--- config.mk ---
export PLATFORM = sky130hd
export DESIGN_NAME = can_siu_top
export DESIGN_NICKNAME = d
export VERILOG_FILES = /design/src/rtl/can_siu_pkg.sv /design/src/rtl/can_siu_decode.sv /design/src/rtl/can_siu_state.sv /design/src/rtl/can_siu_intr.sv /design/src/rtl/can_siu_top.sv
export SDC_FILE = /design/constraint.sdc
export NUM_CORES = 1
export LEC_CHECK = 0
export ABC_CLOCK_PERIOD_IN_PS = 1800
export BUFFER_PORTS_ARGS = -buffer_cell sky130_fd_sc_hd__buf_4
export CAP_MARGIN = 20
export CORE_MARGIN = 2
export CORE_UTILIZATION = 25
export DETAILED_ROUTE_END_ITERATION = 7
export GPL_ROUTABILITY_DRIVEN = 0
export SLEW_MARGIN = 20
export SYNTH_ARGS = -nofsm -noshare
export SYNTH_HDL_FRONTEND = slang
export SYNTH_SLANG_ARGS = --single-unit
--- constraint.sdc ---
create_clock -name clk -period 1.8 [get_ports clk]
set_input_delay 0.36 -clock clk [delete_from_list [all_inputs] [get_ports clk]]
set_output_delay 0.36 -clock clk [all_outputs]
set_load 0.05 [all_outputs]
--- src/rtl/can_siu_pkg.sv ---
// Shared constants and types for the CAN status/interrupt unit.
// Assumes an 8-bit register file; addresses are small integers cast to
// the address width chosen at the top.
package can_siu_pkg;
    localparam int DW = 8;

    localparam int A_MODE = 0;
    localparam int A_CMD  = 1;
    localparam int A_STAT = 2;
    localparam int A_IFLG = 3;
    localparam int A_IEN  = 4;
    localparam int A_TXB0 = 16;

    localparam logic [DW-1:0] MODE_WMASK   = 8'h1F;
    localparam logic [DW-1:0] MODE_HW      = 8'h01;
    localparam logic [DW-1:0] STAT_HW      = 8'h3C;
    localparam logic [DW-1:0] SWR_MODE_CLR = 8'h31;
    localparam logic [DW-1:0] SWR_STAT_CLR = 8'h37;
    localparam logic [DW-1:0] SWR_STAT_SET = 8'h34;
    localparam logic [DW-1:0] IRQ_SRC_MASK = 8'h0B;

    // Decoded host operations for one cycle.
    typedef struct packed {
        logic mode_wr;
        logic tx_req;
        logic rel_req;
        logic clrov_req;
        logic ien_wr;
        logic txb_wr;
        logic flg_rd;
    } host_ops_t;
endpackage

--- src/rtl/can_siu_decode.sv ---
// Host bus decoder: turns address, strobes and command bits into one-cycle
// operation strobes. Assumes wr_en and rd_en are single-cycle qualified.
module can_siu_decode
    import can_siu_pkg::*;
#(
    parameter int ADDR_W = 5
) (
    input  logic [ADDR_W-1:0] addr,
    input  logic [2:0]        cmd_bits,   // {clear-overrun, release, transmit}
    input  logic              wr_en,
    input  logic              rd_en,
    input  logic              mode_rst,
    output host_ops_t         ops
);
    logic is_cmd;

    // Command register hit on a write.
    assign is_cmd = wr_en && (addr == ADDR_W'(A_CMD));

    // Build the operation strobes.
    always_comb begin
        ops           = '0;
        ops.mode_wr   = wr_en && (addr == ADDR_W'(A_MODE));
        ops.tx_req    = is_cmd && cmd_bits[0];
        ops.rel_req   = is_cmd && cmd_bits[1];
        ops.clrov_req = is_cmd && cmd_bits[2];
        ops.ien_wr    = wr_en && (addr == ADDR_W'(A_IEN));
        ops.txb_wr    = wr_en && (addr == ADDR_W'(A_TXB0)) && !mode_rst;
        ops.flg_rd    = rd_en && (addr == ADDR_W'(A_IFLG));
    end
endmodule

--- src/rtl/can_siu_state.sv ---
// Mode and status registers with software reset. Set events win over clear
// events on the same bit; a software reset overrides both.
module can_siu_state
    import can_siu_pkg::*;
(
    input  logic          clk,
    input  logic          rst_n,
    input  host_ops_t     ops,
    input  logic [DW-1:0] wdata,
    input  logic          rx_stored,
    input  logic          rx_overrun,
    input  logic          rx_empty,
    output logic [DW-1:0] mode_q,
    output logic [DW-1:0] stat_q,
    output logic          sw_rst
);
    logic [DW-1:0] mode_nxt, stat_nxt, st_set, st_clr;

    // Software reset: entering reset mode from operating mode.
    assign sw_rst = ops.mode_wr && wdata[0] && !mode_q[0];

    // Next mode value.
    always_comb begin
        mode_nxt = mode_q;
        if (ops.mode_wr) mode_nxt = wdata & MODE_WMASK;
        if (sw_rst)      mode_nxt = (wdata & MODE_WMASK & ~SWR_MODE_CLR) | MODE_HW;
    end

    // Next status value from events, set winning over clear.
    always_comb begin
        st_set = '0;
        st_clr = '0;
        if (rx_empty)                st_clr[0] = 1'b1;
        if (ops.clrov_req)           st_clr[1] = 1'b1;
        if (rx_stored || rx_overrun) st_clr[4] = 1'b1;
        if (ops.tx_req)              st_clr[5] = 1'b1;
        if (rx_stored)               st_set[0] = 1'b1;
        if (rx_overrun)              st_set[1] = 1'b1;
        if (ops.tx_req)              st_set[3:2] = 2'b11;
        if (ops.txb_wr)              st_set[5] = 1'b1;
        stat_nxt = (stat_q & ~st_clr) | st_set;
        if (sw_rst) stat_nxt = (stat_q & ~SWR_STAT_CLR) | SWR_STAT_SET;
    end

    // State registers.
    always_ff @(posedge clk) begin
        if (!rst_n) begin
            mode_q <= MODE_HW;
            stat_q <= STAT_HW;
        end else begin
            mode_q <= mode_nxt;
            stat_q <= stat_nxt;
        end
    end

    a_r3_tx_status: assert property (@(posedge clk) disable iff (!rst_n)
        ops.tx_req |=> (stat_q[3:2] == 2'b11) && !stat_q[5]);
    a_r4_clear_overrun: assert property (@(posedge clk) disable iff (!rst_n)
        (ops.clrov_req && !rx_overrun) |=> !stat_q[1]);
    a_r6_stored: assert property (@(posedge clk) disable iff (!rst_n)
        (rx_stored && !sw_rst) |=> stat_q[0] && !stat_q[4]);
    a_r10_txb_busy: assert property (@(posedge clk) disable iff (!rst_n)
        (ops.txb_wr && !sw_rst) |=> stat_q[5]);
    a_r12_set_wins: assert property (@(posedge clk) disable iff (!rst_n)
        (rx_stored && rx_empty && !sw_rst) |=> stat_q[0]);
endmodule

--- src/rtl/can_siu_intr.sv ---
// Interrupt flags, enable register, queued-message memory and the
// registered interrupt line. Flag reads clear all flags; the receive flag
// re-arms while a message is queued. Set wins over clear.
module can_siu_intr
    import can_siu_pkg::*;
(
    input  logic          clk,
    input  logic          rst_n,
    input  host_ops_t     ops,
    input  logic [DW-1:0] wdata,
    input  logic          rx_stored,
    input  logic          rx_overrun,
    input  logic          rx_empty,
    input  logic          sw_rst,
    output logic [DW-1:0] flg_q,
    output logic [DW-1:0] ien_q,
    output logic          irq_o
);
    logic [DW-1:0] flg_nxt, ien_nxt, f_set, f_clr;
    logic          pend_q, pend_nxt;

    // Queued-message memory: a store wins over empty or software reset.
    always_comb begin
        pend_nxt = pend_q;
        if (rx_empty || sw_rst) pend_nxt = 1'b0;
        if (rx_stored)          pend_nxt = 1'b1;
    end

    // Next flag and enable values.
    always_comb begin
        f_set = '0;
        f_clr = '0;
        if (ops.flg_rd)    f_clr = '1;
        if (rx_empty)      f_clr[0] = 1'b1;
        if (ops.clrov_req) f_clr[3] = 1'b1;
        if (rx_stored || (ops.flg_rd && pend_q && !rx_empty)) f_set[0] = 1'b1;
        if (ops.tx_req)    f_set[1] = 1'b1;
        if (rx_overrun)    f_set[3] = 1'b1;
        flg_nxt = (flg_q & ~f_clr) | f_set;
        ien_nxt = ops.ien_wr ? wdata : ien_q;
    end

    // Registers, including the interrupt line built from next values.
    always_ff @(posedge clk) begin
        if (!rst_n) begin
            flg_q  <= '0;
            ien_q  <= '0;
            pend_q <= 1'b0;
            irq_o  <= 1'b0;
        end else begin
            flg_q  <= flg_nxt;
            ien_q  <= ien_nxt;
            pend_q <= pend_nxt;
            irq_o  <= |(flg_nxt & ien_nxt & IRQ_SRC_MASK);
        end
    end

    a_r8_rearm: assert property (@(posedge clk) disable iff (!rst_n)
        (ops.flg_rd && pend_q && !rx_empty) |=> flg_q[0]);
    a_r9_irq_level: assert property (@(posedge clk) disable iff (!rst_n)
        irq_o == |(flg_q & ien_q & IRQ_SRC_MASK));
endmodule

--- src/rtl/can_siu_top.sv ---
// Top of the CAN status/interrupt unit: host decode, state, interrupt
// logic, registered read mux and one-cycle strobes to the bus and receive
// paths. Assumes receive events are one-cycle pulses.
module can_siu_top
    import can_siu_pkg::*;
#(
    parameter int ADDR_W = 5
) (
    input  logic              clk,
    input  logic              rst_n,
    input  logic [ADDR_W-1:0] addr,
    input  logic [DW-1:0]     wdata,
    input  logic              wr_en,
    input  logic              rd_en,
    input  logic              rx_stored,
    input  logic              rx_overrun,
    input  logic              rx_empty,
    output logic [DW-1:0]     rdata,
    output logic              irq,
    output logic              tx_done,
    output logic              rel_buf,
    output logic              rx_reset
);
    host_ops_t     ops;
    logic [DW-1:0] mode_q, stat_q, flg_q, ien_q, rd_mux;
    logic          sw_rst;

    can_siu_decode #(.ADDR_W(ADDR_W)) dec_i (
        .addr     (addr),
        .cmd_bits ({wdata[3], wdata[2], wdata[0]}),
        .wr_en    (wr_en),
        .rd_en    (rd_en),
        .mode_rst (mode_q[0]),
        .ops      (ops)
    );

    can_siu_state st_i (
        .clk, .rst_n, .ops, .wdata,
        .rx_stored, .rx_overrun, .rx_empty,
        .mode_q, .stat_q, .sw_rst
    );

    can_siu_intr in_i (
        .clk, .rst_n, .ops, .wdata,
        .rx_stored, .rx_overrun, .rx_empty, .sw_rst,
        .flg_q, .ien_q, .irq_o (irq)
    );

    // Read mux over current register values.
    always_comb begin
        rd_mux = '0;
        if (addr == ADDR_W'(A_MODE)) rd_mux = mode_q;
        if (addr == ADDR_W'(A_STAT)) rd_mux = stat_q;
        if (addr == ADDR_W'(A_IFLG)) rd_mux = flg_q;
        if (addr == ADDR_W'(A_IEN))  rd_mux = ien_q;
    end

    // Registered read data and outgoing strobes.
    always_ff @(posedge clk) begin
        if (!rst_n) begin
            rdata    <= '0;
            tx_done  <= 1'b0;
            rel_buf  <= 1'b0;
            rx_reset <= 1'b0;
        end else begin
            if (rd_en) rdata <= rd_mux;
            tx_done  <= ops.tx_req;
            rel_buf  <= ops.rel_req;
            rx_reset <= sw_rst;
        end
    end
endmodule

# Word-level counts from Yosys, hierarchy flattened

Cells that the tools add are included.

Logic and storage cells: 69
Bits of input ports: 20
Output and inout bits: 12
Flip-flop bits (word level): 42

Reductions and logical operators: 23
Equality and inequality tests: 5
Bitwise gates (word level): 8
Multiplexer cells: 21

Operators by type and width:

| cell                                           | count |
|---|---|
| 2-to-1 mux 8 bit                               | 5 |
| AND 8 bit                                      | 2 |
| logical AND 1 bit                              | 13 |
| 2-to-1 mux 1 bit                               | 12 |
| == test 5 x 2 -> 1 bit (second input constant) | 2 |
| 2-to-1 mux 4 bit                               | 2 |
| NOT 6 -> 8 bit                                 | 1 |
| NOT 8 bit                                      | 1 |
| OR 8 x 4 -> 8 bit                              | 1 |
| OR 8 x 6 -> 8 bit                              | 1 |
| == test 5 x 1 -> 1 bit (second input constant) | 1 |
| == test 5 x 3 -> 1 bit (second input constant) | 1 |
| == test 5 bit (second input constant)          | 1 |
| zero test 5 bit                                | 1 |
| 2-to-1 mux 5 bit                               | 1 |
| AND 4 bit                                      | 1 |
| nonzero test 2 bit                             | 2 |
| logical OR 1 bit                               | 3 |
| OR reduction 3 bit                             | 1 |
| zero test 1 bit                                | 2 |
| 2-to-1 mux 2 bit                               | 1 |
| OR reduction 2 bit                             | 1 |
| NOT 1 bit                                      | 1 |

# Longest topological paths before layout

Gate-level depths: netlist of run 1.

Depth in word-level cells: 9
Depth in mapped cells: 5
Gate-level depth less buffers: 4

# Modules after synthesis

A second synthesis of run 1 with hierarchy kept.

Cell total of the unflattened synthesis: 185
Area, all modules: 1805.5 um^2

Modules (own cells, without submodules):

| module         | area an instance (um^2) | instances | cells an instance | seq. area each (um^2) |
|---|---|---|---|---|
| can_siu_top    | 629.4                   | 1         | 77                | 220.2 |
| can_siu_intr   | 621.8                   | 1         | 56                | 360.3 |
| can_siu_state  | 452.9                   | 1         | 41                | 220.2 |
| can_siu_decode | 101.3                   | 1         | 11                | 0.0 |

# Worst setup path after synthesis of run 1

No wires, ideal clock.

Path type: input port to flip-flop
Start: input port addr[2]
End: register st_i.stat_q[5]
Stages on the path: 4
Library setup time: 0.120 ns
Buffers on the path: 1
Arrival time: 1.552 ns
Required time: 1.680 ns
Path slack: 0.129 ns
Cell sequence: or3b_1 buf_2 or3_1 a211o_1

Cells in the longest elaborated chain, start to end: 7
Elaborated cells between the ends (all ways): 16

Ends and longest elaborated chain:

| element                | RTL line             | text |
|---|---|---|
| start, declared        | can_siu_top.sv:11    | `input logic [ADDR_W-1:0] addr,` |
| == test 5 x 1 -> 1 bit | can_siu_decode.sv:18 | `assign is_cmd = wr_en && (addr == ADDR_W'(A_CMD));` |
| logical AND 1 bit      | can_siu_decode.sv:18 |  |
| logical AND 1 bit      | can_siu_decode.sv:24 | `ops.tx_req = is_cmd && cmd_bits[0];` |
| 2-to-1 mux 1 bit       | can_siu_state.sv:36  | `if (ops.tx_req) st_clr[5] = 1'b1;` |
| NOT 6 -> 8 bit         | can_siu_state.sv:41  | `stat_nxt = (stat_q & ~st_clr) \| st_set;` |
| AND 8 bit              | can_siu_state.sv:41  |  |
| OR 8 x 6 -> 8 bit      | can_siu_state.sv:41  |  |
| end signal, assigned   | can_siu_state.sv:52  | `stat_q <= stat_nxt;` |
| end, declared          | can_siu_state.sv:14  | `output logic [DW-1:0] stat_q,` |

Parallel ways exist; a longest one is shown, timed or not.
A chain may end at the register's enable or synchronous reset.

# Final worst setup path of run 1

Start: input port addr[4]
End: register in_i.irq_o

Cells in the longest elaborated chain, start to end: 9
Elaborated cells between the ends (all ways): 22

Ends and longest elaborated chain:

| element                                                          | RTL line                                   | text |
|---|---|---|
| == test 5 x 2 -> 1 bit or == test 5 x 1 -> 1 bit (tied branches) | can_siu_decode.sv:29, can_siu_decode.sv:18 |  |
| logical AND 1 bit (on tied branches)                             | can_siu_decode.sv:29, can_siu_decode.sv:18 |  |
| 2-to-1 mux 8 bit, or another cell as far along                   | can_siu_intr.sv:33                         | `if (ops.flg_rd) f_clr = '1;` |
| 2-to-1 mux 1 bit, or another cell as far along                   | can_siu_intr.sv:34                         | `if (rx_empty) f_clr[0] = 1'b1;` |
| NOT 8 bit or logical OR 1 bit (tied branches)                    | can_siu_intr.sv:39, can_siu_intr.sv:36     |  |
| AND 8 bit or 2-to-1 mux 1 bit (tied branches)                    | can_siu_intr.sv:39, can_siu_intr.sv:36     |  |
| OR 8 x 4 -> 8 bit                                                | can_siu_intr.sv:39                         | `flg_nxt = (flg_q & ~f_clr) \| f_set;` |
| AND 4 bit (*)                                                    | can_siu_intr.sv:54                         | `irq_o <= \|(flg_nxt & ien_nxt & IRQ_SRC_MASK);` |
| OR reduction 3 bit (*)                                           | can_siu_intr.sv:54                         |  |
| end signal, assigned                                             | can_siu_intr.sv:54                         |  |
| end, declared                                                    | can_siu_intr.sv:17                         | `output logic irq_o` |

Every way passes the cells marked *; elsewhere a longest branch is shown, timed or not.

==> run metrics, run 1 <==
clock buffer depth 2; Post-synth EDFFs 0; Slew Viols, Final 0; H-tree levels 2; Filler Cell Count 669; CTS tree built; Yosys top cell area share 50.04%; antenna violations before repair 0; antenna violation net count after detailed routing 0; GRT busiest layer met2; WL final 4643 um; status completed; clock share of power 39.0%; Finished Core Util 34.34%; setup bufs post-CTS 0; hold wc startpoint rx_stored; min Tclk post-route 1.528 ns; DRC Markers 0; share of the clock period used by the worst path 84.90%; syn nets 199; hold_ws 0.3131 ns; initial core utilization 25.49%; Net Sw Power 0.0004395 W; # hold bufs at CTS 0; layout net count 249; post-synthesis cell type count 37; Area growth syn-to-layout 34.71%; Worst Clk Skew 0.008899 ns; synthesized flop and latch total 40; Synth area leaders dfxtp_1, a22oi_1, a21oi_1, nand3_1, nand2_1; clk sink count 40; Primary FF master, synth dfxtp_1; Post-Syn Instances 179; Max transition margin 76.13%; worst reg2reg path startpoint st_i.mode_q[0]; row count 29; register area share after synthesis 50.04%; input/output buffers 31; io pins 32; yosys warns 0; multi-input combinational cell area 745.7 um^2; Die ar. 7057 um^2; Max FO, Critical Path 4; core area 6277 um^2; Fin. Hold Viols 0; post-synth top area cell dfxtp_1; RSZ-0062 raised after global routing no; combinational fraction of design power 11.1%; # setup viols final 0; CP Launch Point addr[4]; Int Pwr 0.001399 W; met1 Resource Use GR 18.62%; post-synthesis cell area 1600 um^2; die width 84.01 um; Synth async-reset ratio 0%; routed len/inst 15.12 um; MaxCap Viol Count 0; Setup Crit Path Kind in -> reg; WP data required 1.98 ns; Leak 0.8354 nW; DR pass1 iterations 5; met2 Track Usage GR 20.87%; layout cells sized above 1 26.96%; Reg area 800.8 um^2; Via Count 1513; Worst-path clk slew 0.07 ns; drt first-iter violations 63; met3 GRT Util 5.341%; f_max 0.6544 GHz; cts bufs inserted 5; Antenna Cells 0; vias in the first global route 1559; maximum VDD drop 0.3588 mV; part of the power in registers 49.9%; Die H 84.01 um; via-per-instance ratio 4.928; pwr dens 852.8 nW/um^2; Tightest Hold Check Type in -> reg; GRT Util Overall 14.02%; largest net degree at the start of global routing 20; Detailed Place HPWL 3502 um; Post-synth top cells dfxtp_1, a21oi_1, nand2_1; Sw Share 23.90%; critical path endpoint category flop; worst path arrival time 1.71 ns; first-pass GRT wire length 7686 um; Clk Latency, worst-skew pair 0.30 ns; grt total ovfl 0; Post-CTS Resized 0; Root Driver clkbuf_8; count leader, synth dfxtp_1; Avg Inst Size Synth 8.940 um^2; crit start category input pin; Worst-Margin Slew 0.3531 ns
[final timing paths]
path / endpoint / slack [ns] / cells after the start
max: in_i.irq_o / 0.27 / 5
min: in_i.pend_q / 0.31 / 3
max reg2reg: st_i.stat_q[2] / 0.56 / 3
min reg2reg: st_i.stat_q[2] / 0.46 / 1
[power groups by stage]
stage | combinational (W) | clock (W) | sequential [W]
after floorplan | 0.0000670 | 0 | 0.000967
after global placement | 0.000204 | 0 | 0.000938
after detailed placement | 0.000203 | 0 | 0.000938
after CTS | 0.000204 | 0.000742 | 0.000918
after global routing | 0.000221 | 0.000786 | 0.000920
final | 0.000204 | 0.000717 | 0.000918
[metal layers]
layer	up-vias	share of wire [%]
met5	-	0
met2	47	44
li1	766	-
met4	0	1.0
met3	4	6.2
met1	696	49
[critical path: stages]
cell and delay (ns):
buf_4 0.12, or4b_1 0.56, o21ai_0 0.26, a22oi_1 0.13
o31a_1 0.28
[registers in the layout, indices dropped and copies added (netlist names), named ones only]
name         cells
in_i.flg_q       8
rdata            8
in_i.ien_q       7
st_i.stat_q      6
st_i.mode_q      5
in_i.irq_o       1
in_i.pend_q      1
rel_buf          1
rx_reset         1
tx_done          1
[metrics by stage]
stage	area [um^2]	setup TNS (ns)	power, W	worst slack [ns]	instances
2_1_floorplan	1600	0	0.001034	0.1286	179
3_3_place_gp	2048	-0.01820	0.001143	-0.01820	299
3_5_place_dp	2048	-0.02407	0.001142	-0.02407	299
4_1_cts	2156	0	0.001863	0.2863	307
5_1_grt	2156	0	0.001927	0.2246	307
6_report	2156	0	0.001838	0.2718	307
[cells in the final DEF (no fill, tap or decap), drive strengths merged, types with 5 or more instances in the layout]
cell,Yosys,layout
a31oi,7,7
or3,5,5
nor2,12,12
a21oi,15,15
a22oi,13,13
inv,6,6
nand2,15,15
and3,5,5
buf,1,51
nand3,12,12
dfxtp,40,40
o21ai,9,9
clkbuf,7,6
[cells by family after synthesis]
| logic type | synth area share (%) |
|---|---|
| flops | 50.04 |
| simple gates | 24.08 |
| buf+inv | 3.362 |
| compound gates | 22.52 |
[layout make-up]
class                           instances  share of cell area [%]
Multi-Input combinational cell        125                   34.59
Clock inverter                          2                   1.625
Clock buffer                            6                   3.366
Sequential cell                        40                   37.14
Timing Repair Buffer                   51                   17.76
Tap cell                               77                   4.469
Inverter                                6                   1.045
(Power assumes the default switching activity.)
==> inputs of run 2 (changes only) <==
Settings changed: ABC_CLOCK_PERIOD_IN_PS 1800 to 1200.
Clock period 1.8 ns to 1.2 ns, I/O delays scaled along.
==> run 2 against run 1 <==
Sequential share of layout area shrank 4.8 points. Combinational power grew 90%. Total power grew 60%. Final cell count grew 5.9%. The flow now finishes with violations (setup timing). Cell area grew 15%. Critical path type unchanged. Sequential cell count is the same. Highest routed layer unchanged. Worst setup slack lost 0.34 ns.
==> run metrics, run 2 (synthesized netlist as in run 1, its figures left out) <==
status complete, but fails checks (was completed); violated checks setup timing; Fin. Hold Viols 0 (unchanged); RSZ-0062 raised after global routing yes (was no); Max FO, Critical Path 5 (was 4); clock buffer depth 2 (unchanged); Net Sw Power 0.0007322 W (was 0.0004395 W); DR pass1 iterations 4 (was 5); biggest regs in_i.flg_q: 8 flops, rdata: 8 flops, in_i.ien_q: 7 flops (unchanged); die width 84.01 um (unchanged); fin worst setup slack -0.06486 ns (was 0.2718 ns); core area 6277 um^2 (unchanged); critical path endpoint category flop (unchanged); Worst-path clk slew 0.08 ns (was 0.07 ns); f_max 0.7906 GHz; io pins 32 (unchanged); Tightest Hold Check Type in -> reg (unchanged); Sw Share 24.87% (was 23.90%); initial core utilization 25.49% (unchanged); DRC Markers 0 (unchanged); highest-count cells in the layout ignoring fill and taps buf_4, dfxtp_1, a21oi_1 (was buf_4, dfxtp_1, nand2_1, a21oi_1, a22oi_1); Slew Viols, Final 0 (unchanged); cts bufs inserted 5 (unchanged); row count 29 (unchanged); MaxCap Viol Count 0 (unchanged); CTS tree built (unchanged); maximum VDD drop 0.5425 mV (was 0.3588 mV); Antenna Cells 0 (unchanged); share of the clock period used by the worst path 105.4%; layout net count 267 (was 249); grt total ovfl 0 (unchanged); routed len/inst 15.48 um (was 15.12 um); Clk Latency, worst-skew pair 0.30 ns (about the same); Die ar. 7057 um^2 (unchanged); H-tree levels 2 (unchanged); # hold bufs at CTS 0 (unchanged); # setup viols final 4 (was 0); vias in the first global route 1638 (was 1559); part of the power in registers 46.8% (was 49.9%); crit start category input pin (unchanged); Worst Clk Skew 0.004797 ns (was 0.008899 ns); largest net degree at the start of global routing 17 (was 20); layout cells sized above 1 41.13% (was 26.96%); commonest non-fill, non-tap cell in the layout buf_4 (unchanged); GRT Util Overall 14.74% (was 14.02%); antenna violations before repair 0 (unchanged); Worst-Margin Slew 0.2693 ns (was 0.3531 ns); hold_ws 0.1793 ns (was 0.3131 ns); Reg area 802.0 um^2 (was 800.8 um^2); pwr dens 1187 nW/um^2 (was 852.8 nW/um^2); Via Count 1594 (was 1513); combinational fraction of design power 13.1% (was 11.1%); Max transition margin 81.82% (was 76.13%); setup TNS -0.1275 ns (was 0 ns); Leak 0.9725 nW (was 0.8354 nW); WL final 5031 um (was 4643 um); drt first-iter violations 146 (was 63); Setup Crit Path Kind in -> reg (unchanged); input/output buffers 31 (unchanged); multi-input combinational cell area 882.1 um^2 (was 745.7 um^2); Detailed Place HPWL 3588 um (was 3502 um); Int Pwr 0.002212 W (was 0.001399 W); first-pass GRT wire length 8079 um (was 7686 um); Area growth syn-to-layout 54.96% (was 34.71%); Die H 84.01 um (unchanged); clock share of power 40.1% (was 39.0%); via-per-instance ratio 4.905 (was 4.928); Filler Cell Count 637 (was 669); min Tclk post-route 1.265 ns; worst path arrival time 1.46 ns (was 1.71 ns); antenna violation net count after detailed routing 0 (unchanged); WP data required 1.40 ns (was 1.98 ns); clk sink count 40 (unchanged); Root Driver clkbuf_8 (unchanged)
-- run 2: power by group through the flow --
stage          sequential, W  clock (W)  combinational [W]
6_report             0.00138    0.00118           0.000387
5_1_grt              0.00138    0.00126           0.000412
4_1_cts              0.00138    0.00120           0.000352
3_5_place_dp         0.00141          0           0.000329
3_3_place_gp         0.00141          0           0.000328
2_1_floorplan        0.00145          0           0.000108
-- run 2: timing repair --
| action | in CTS | in global routing |
|---|---|---|
| endpoints found under the setup margin | 16 | 22 |
| cloned | 1 | 0 |
| pin swaps | 7 | 13 |
| buffers inserted | 2 | 5 |
| gates resized for setup | 19 | 21 |
-- run 2: final cells by class --
type                       count  share of cell area (%)
timing repair buffer          68                   22.40
clock buffer                   6                   3.330
clock inverter                 2                   1.564
inverter                       6                  0.9082
sequential                    40                   32.34
tap                           77                   3.885
multi-input combinational    126                   35.57
-- run 2: routing by layer --
metal	share of wire [%]	global-route usage [%]	wire length [um]	vias up
li1	-	-	-	804
met1	45	18.50	2283	739
met2	47	23.85	2372	46
met3	6.4	4.946	321	5
met4	1.1	4.692	53	0
met5	0	0	0	-
-- run 2: worst paths after layout --
path	slack, ns	startpoint	endpoint	depth (start not counted)
min reg2reg	0.46	st_i.mode_q[4]	st_i.mode_q[4]	2
min	0.18	rx_stored	st_i.stat_q[0]	3
max reg2reg	0.01	st_i.mode_q[0]	st_i.stat_q[2]	3
max	-0.06	addr[2]	in_i.irq_o	5
-- run 2: stage by stage --
stage / setup slack (ns) / area [um^2] / power (W) / std cells / util, %
final: -0.06486 / 2480 / 0.002944 / 325 / 39.51
after global routing: -0.08363 / 2480 / 0.003054 / 325 / 39.51
after CTS: -0.04071 / 2356 / 0.002928 / 320 / 37.53
after detailed placement: -0.5251 / 2151 / 0.001735 / 309 / 34.26
after global placement: -0.4992 / 2151 / 0.001734 / 309 / 34.26
after floorplan: -0.3129 / 1644 / 0.001559 / 179 / -
-- run 2: worst max-delay path: stages --
cell	delay (ns)
buf_8	0.10
or3b_4	0.44
o211ai_1	0.24
a32oi_1	0.14
o31a_1	0.30
==> inputs of run 3 (changes only) <==
Settings changed: CELL_PAD_IN_SITES_DETAIL_PLACEMENT set to 1, CELL_PAD_IN_SITES_GLOBAL_PLACEMENT set to 1, PLACE_DENSITY_LB_ADDON set to 0.1.
==> run 3 against run 2 <==
The flow still finishes with violations (setup timing). Clock skew grew 0.00071 ns. Cell area is 9.2% higher. Global-route usage increased by 2.4 points. Hold slack better by 0.032 ns. Core utilization up 3.6 points. Critical path depth decreased by 1. Clock power fell by 28%. First-iteration DRC count decreased by 56%.
==> run metrics, run 3 (synthesized netlist as in run 1, its figures left out) <==
Via Count 1716 (was 1594); Max FO, Critical Path 8 (was 5); f_max 0.7316 GHz (was 0.7906 GHz); Net Sw Power 0.0007184 W (was 0.0007322 W); routed len/inst 17.54 um (was 15.48 um); Fin. Hold Viols 0 (unchanged); CP cell instances buf_6, or3b_4, or3_4, a211o_1 (was buf_8, or3b_4, o211ai_1, a32oi_1, o31a_1); grt total ovfl 0 (unchanged); cts bufs inserted 5 (unchanged); clock buffer depth 2 (unchanged); clock share of power 31.6% (was 40.1%); Leak 1.053 nW (was 0.9725 nW); pwr dens 988.5 nW/um^2 (was 1187 nW/um^2); Antenna Cells 0 (unchanged); row count 29 (unchanged); layout net count 278 (was 267); H-tree levels 2 (unchanged); io pins 32 (unchanged); RSZ-0062 raised after global routing yes (unchanged); share of the clock period used by the worst path 113.9% (was 105.4%); Worst Clk Skew 0.005509 ns (was 0.004797 ns); input/output buffers 31 (unchanged); worst path arrival time 1.55 ns (was 1.46 ns); fin worst setup slack -0.1669 ns (was -0.06486 ns); core area 6277 um^2 (unchanged); crit start category input pin (unchanged); Worst-path clk slew 0.08 ns (about the same); hold_ws 0.2114 ns (was 0.1793 ns); Tightest Hold Check Type in -> reg (unchanged); highest-count cells in the layout ignoring fill and taps buf_4, dfxtp_1, buf_6 (was buf_4, dfxtp_1, a21oi_1); violated checks setup timing (unchanged); die width 84.01 um (unchanged); Int Pwr 0.001959 W (was 0.002212 W); Max transition margin 75.94% (was 81.82%); WL final 5876 um (was 5031 um); Clk Latency, worst-skew pair 0.29 ns (was 0.30 ns); antenna violations before repair 0 (unchanged); largest net degree at the start of global routing 17 (unchanged); Slowest-stage cell, CP or3b_4 (unchanged); vias in the first global route 1778 (was 1638); DR pass1 iterations 5 (was 4); Die H 84.01 um (unchanged); MaxCap Viol Count 0 (unchanged); layout cells sized above 1 50.78% (was 41.13%); Area growth syn-to-layout 69.27% (was 54.96%); # hold bufs at CTS 0 (unchanged); Die ar. 7057 um^2 (unchanged); drt first-iter violations 64 (was 146); GRT Util Overall 17.10% (was 14.74%); slowest stage delay, CP 0.48 ns (was 0.44 ns); Slew Viols, Final 0 (unchanged); Root Driver clkbuf_8 (unchanged); initial core utilization 25.49% (unchanged); Detailed Place HPWL 4503 um (was 3588 um); # setup viols final 15 (was 4); CTS tree built (unchanged); Filler Cell Count 714 (was 637); maximum VDD drop 0.3885 mV (was 0.5425 mV); critical path endpoint category flop (unchanged); combinational fraction of design power 16.8% (was 13.1%); min Tclk post-route 1.367 ns (was 1.265 ns); Finished Core Util 43.15% (was 39.51%); Worst-Margin Slew 0.3605 ns (was 0.2693 ns); first-pass GRT wire length 9439 um (was 8079 um); WP data required 1.38 ns (was 1.40 ns); via-per-instance ratio 5.122 (was 4.905); part of the power in registers 51.6% (was 46.8%); clk sink count 40 (unchanged); Sw Share 26.83% (was 24.87%); commonest non-fill, non-tap cell in the layout buf_4 (unchanged); biggest regs in_i.flg_q: 8 flops, rdata: 8 flops, in_i.ien_q: 7 flops (unchanged); Setup Crit Path Kind in -> reg (unchanged); DRC Markers 0 (unchanged); antenna violation net count after detailed routing 0 (unchanged); status complete, but fails checks (unchanged)
-- run 3: final timing paths --
path / start / end / slack (ns) / depth (start not counted)
min reg2reg: flop / flop / 0.47 / 2
max: addr[2] / st_i.stat_q[5] / -0.17 / 4
min: wdata[7] / in_i.ien_q[7] / 0.21 / 3
max reg2reg: st_i.mode_q[0] / st_i.stat_q[5] / 0.02 / 4
-- run 3: area by class of cell --
type / count / area [um^2] / share of cell area, %
Timing Repair Buffer: 80 / 691.9 / 25.54
Tap cell: 77 / 96.34 / 3.557
Sequential cell: 40 / 800.8 / 29.56
Clock buffer: 6 / 72.57 / 2.679
Multi-Input combinational cell: 125 / 1020 / 37.64
Inverter: 6 / 22.52 / 0.8314
Clock inverter: 1 / 5.005 / 0.1848
-- run 3: timing repair --
item / 4_1_cts / 5_1_grt
resized for setup: 41 / 35
setup endpoints to repair: 31 / 35
cloned: 0 / 0
buffers inserted: 7 / 4
pin swaps: 18 / 23
-- run 3: stage by stage --
step | total power [W] | instance area [um^2] | setup WS (ns) | instances | TNS, ns
after floorplan | 0.001559 | 1644 | -0.3129 | 179 | -1.909
after global placement | 0.001753 | 2238 | -0.5074 | 319 | -13.01
after detailed placement | 0.001764 | 2238 | -0.5645 | 319 | -14.75
after CTS | 0.002662 | 2529 | -0.1281 | 332 | -0.4942
after global routing | 0.002805 | 2709 | -0.1628 | 335 | -1.644
final | 0.002678 | 2709 | -0.1669 | 335 | -0.7290
-- run 3: metal layers --
| layer | wire (um) | vias to the layer above | part of all wire [%] | global-route usage [%] |
|---|---|---|---|---|
| met5 | 0 | - | 0 | 0 |
| li1 | - | 821 | - | - |
| met3 | 208 | 9 | 3.5 | 3.561 |
| met2 | 3081 | 38 | 52 | 30.47 |
| met4 | 63 | 0 | 1.1 | 3.519 |
| met1 | 2523 | 848 | 43 | 21.24 |
-- run 3: critical path: cells and delay by family --
kind | cells | cell delay (ns)
compound gates | 1 | 0.30
buf+inv | 1 | 0.10
simple gates | 2 | 0.91
-- run 3: power groups by stage --
stage	clock, W	combinational [W]	sequential (W)
detailed placement	0	0.000355	0.00141
global placement	0	0.000346	0.00141
floorplan	0	0.000108	0.00145
global route	0.000940	0.000479	0.00139
CTS	0.000872	0.000412	0.00138
finish	0.000847	0.000449	0.00138
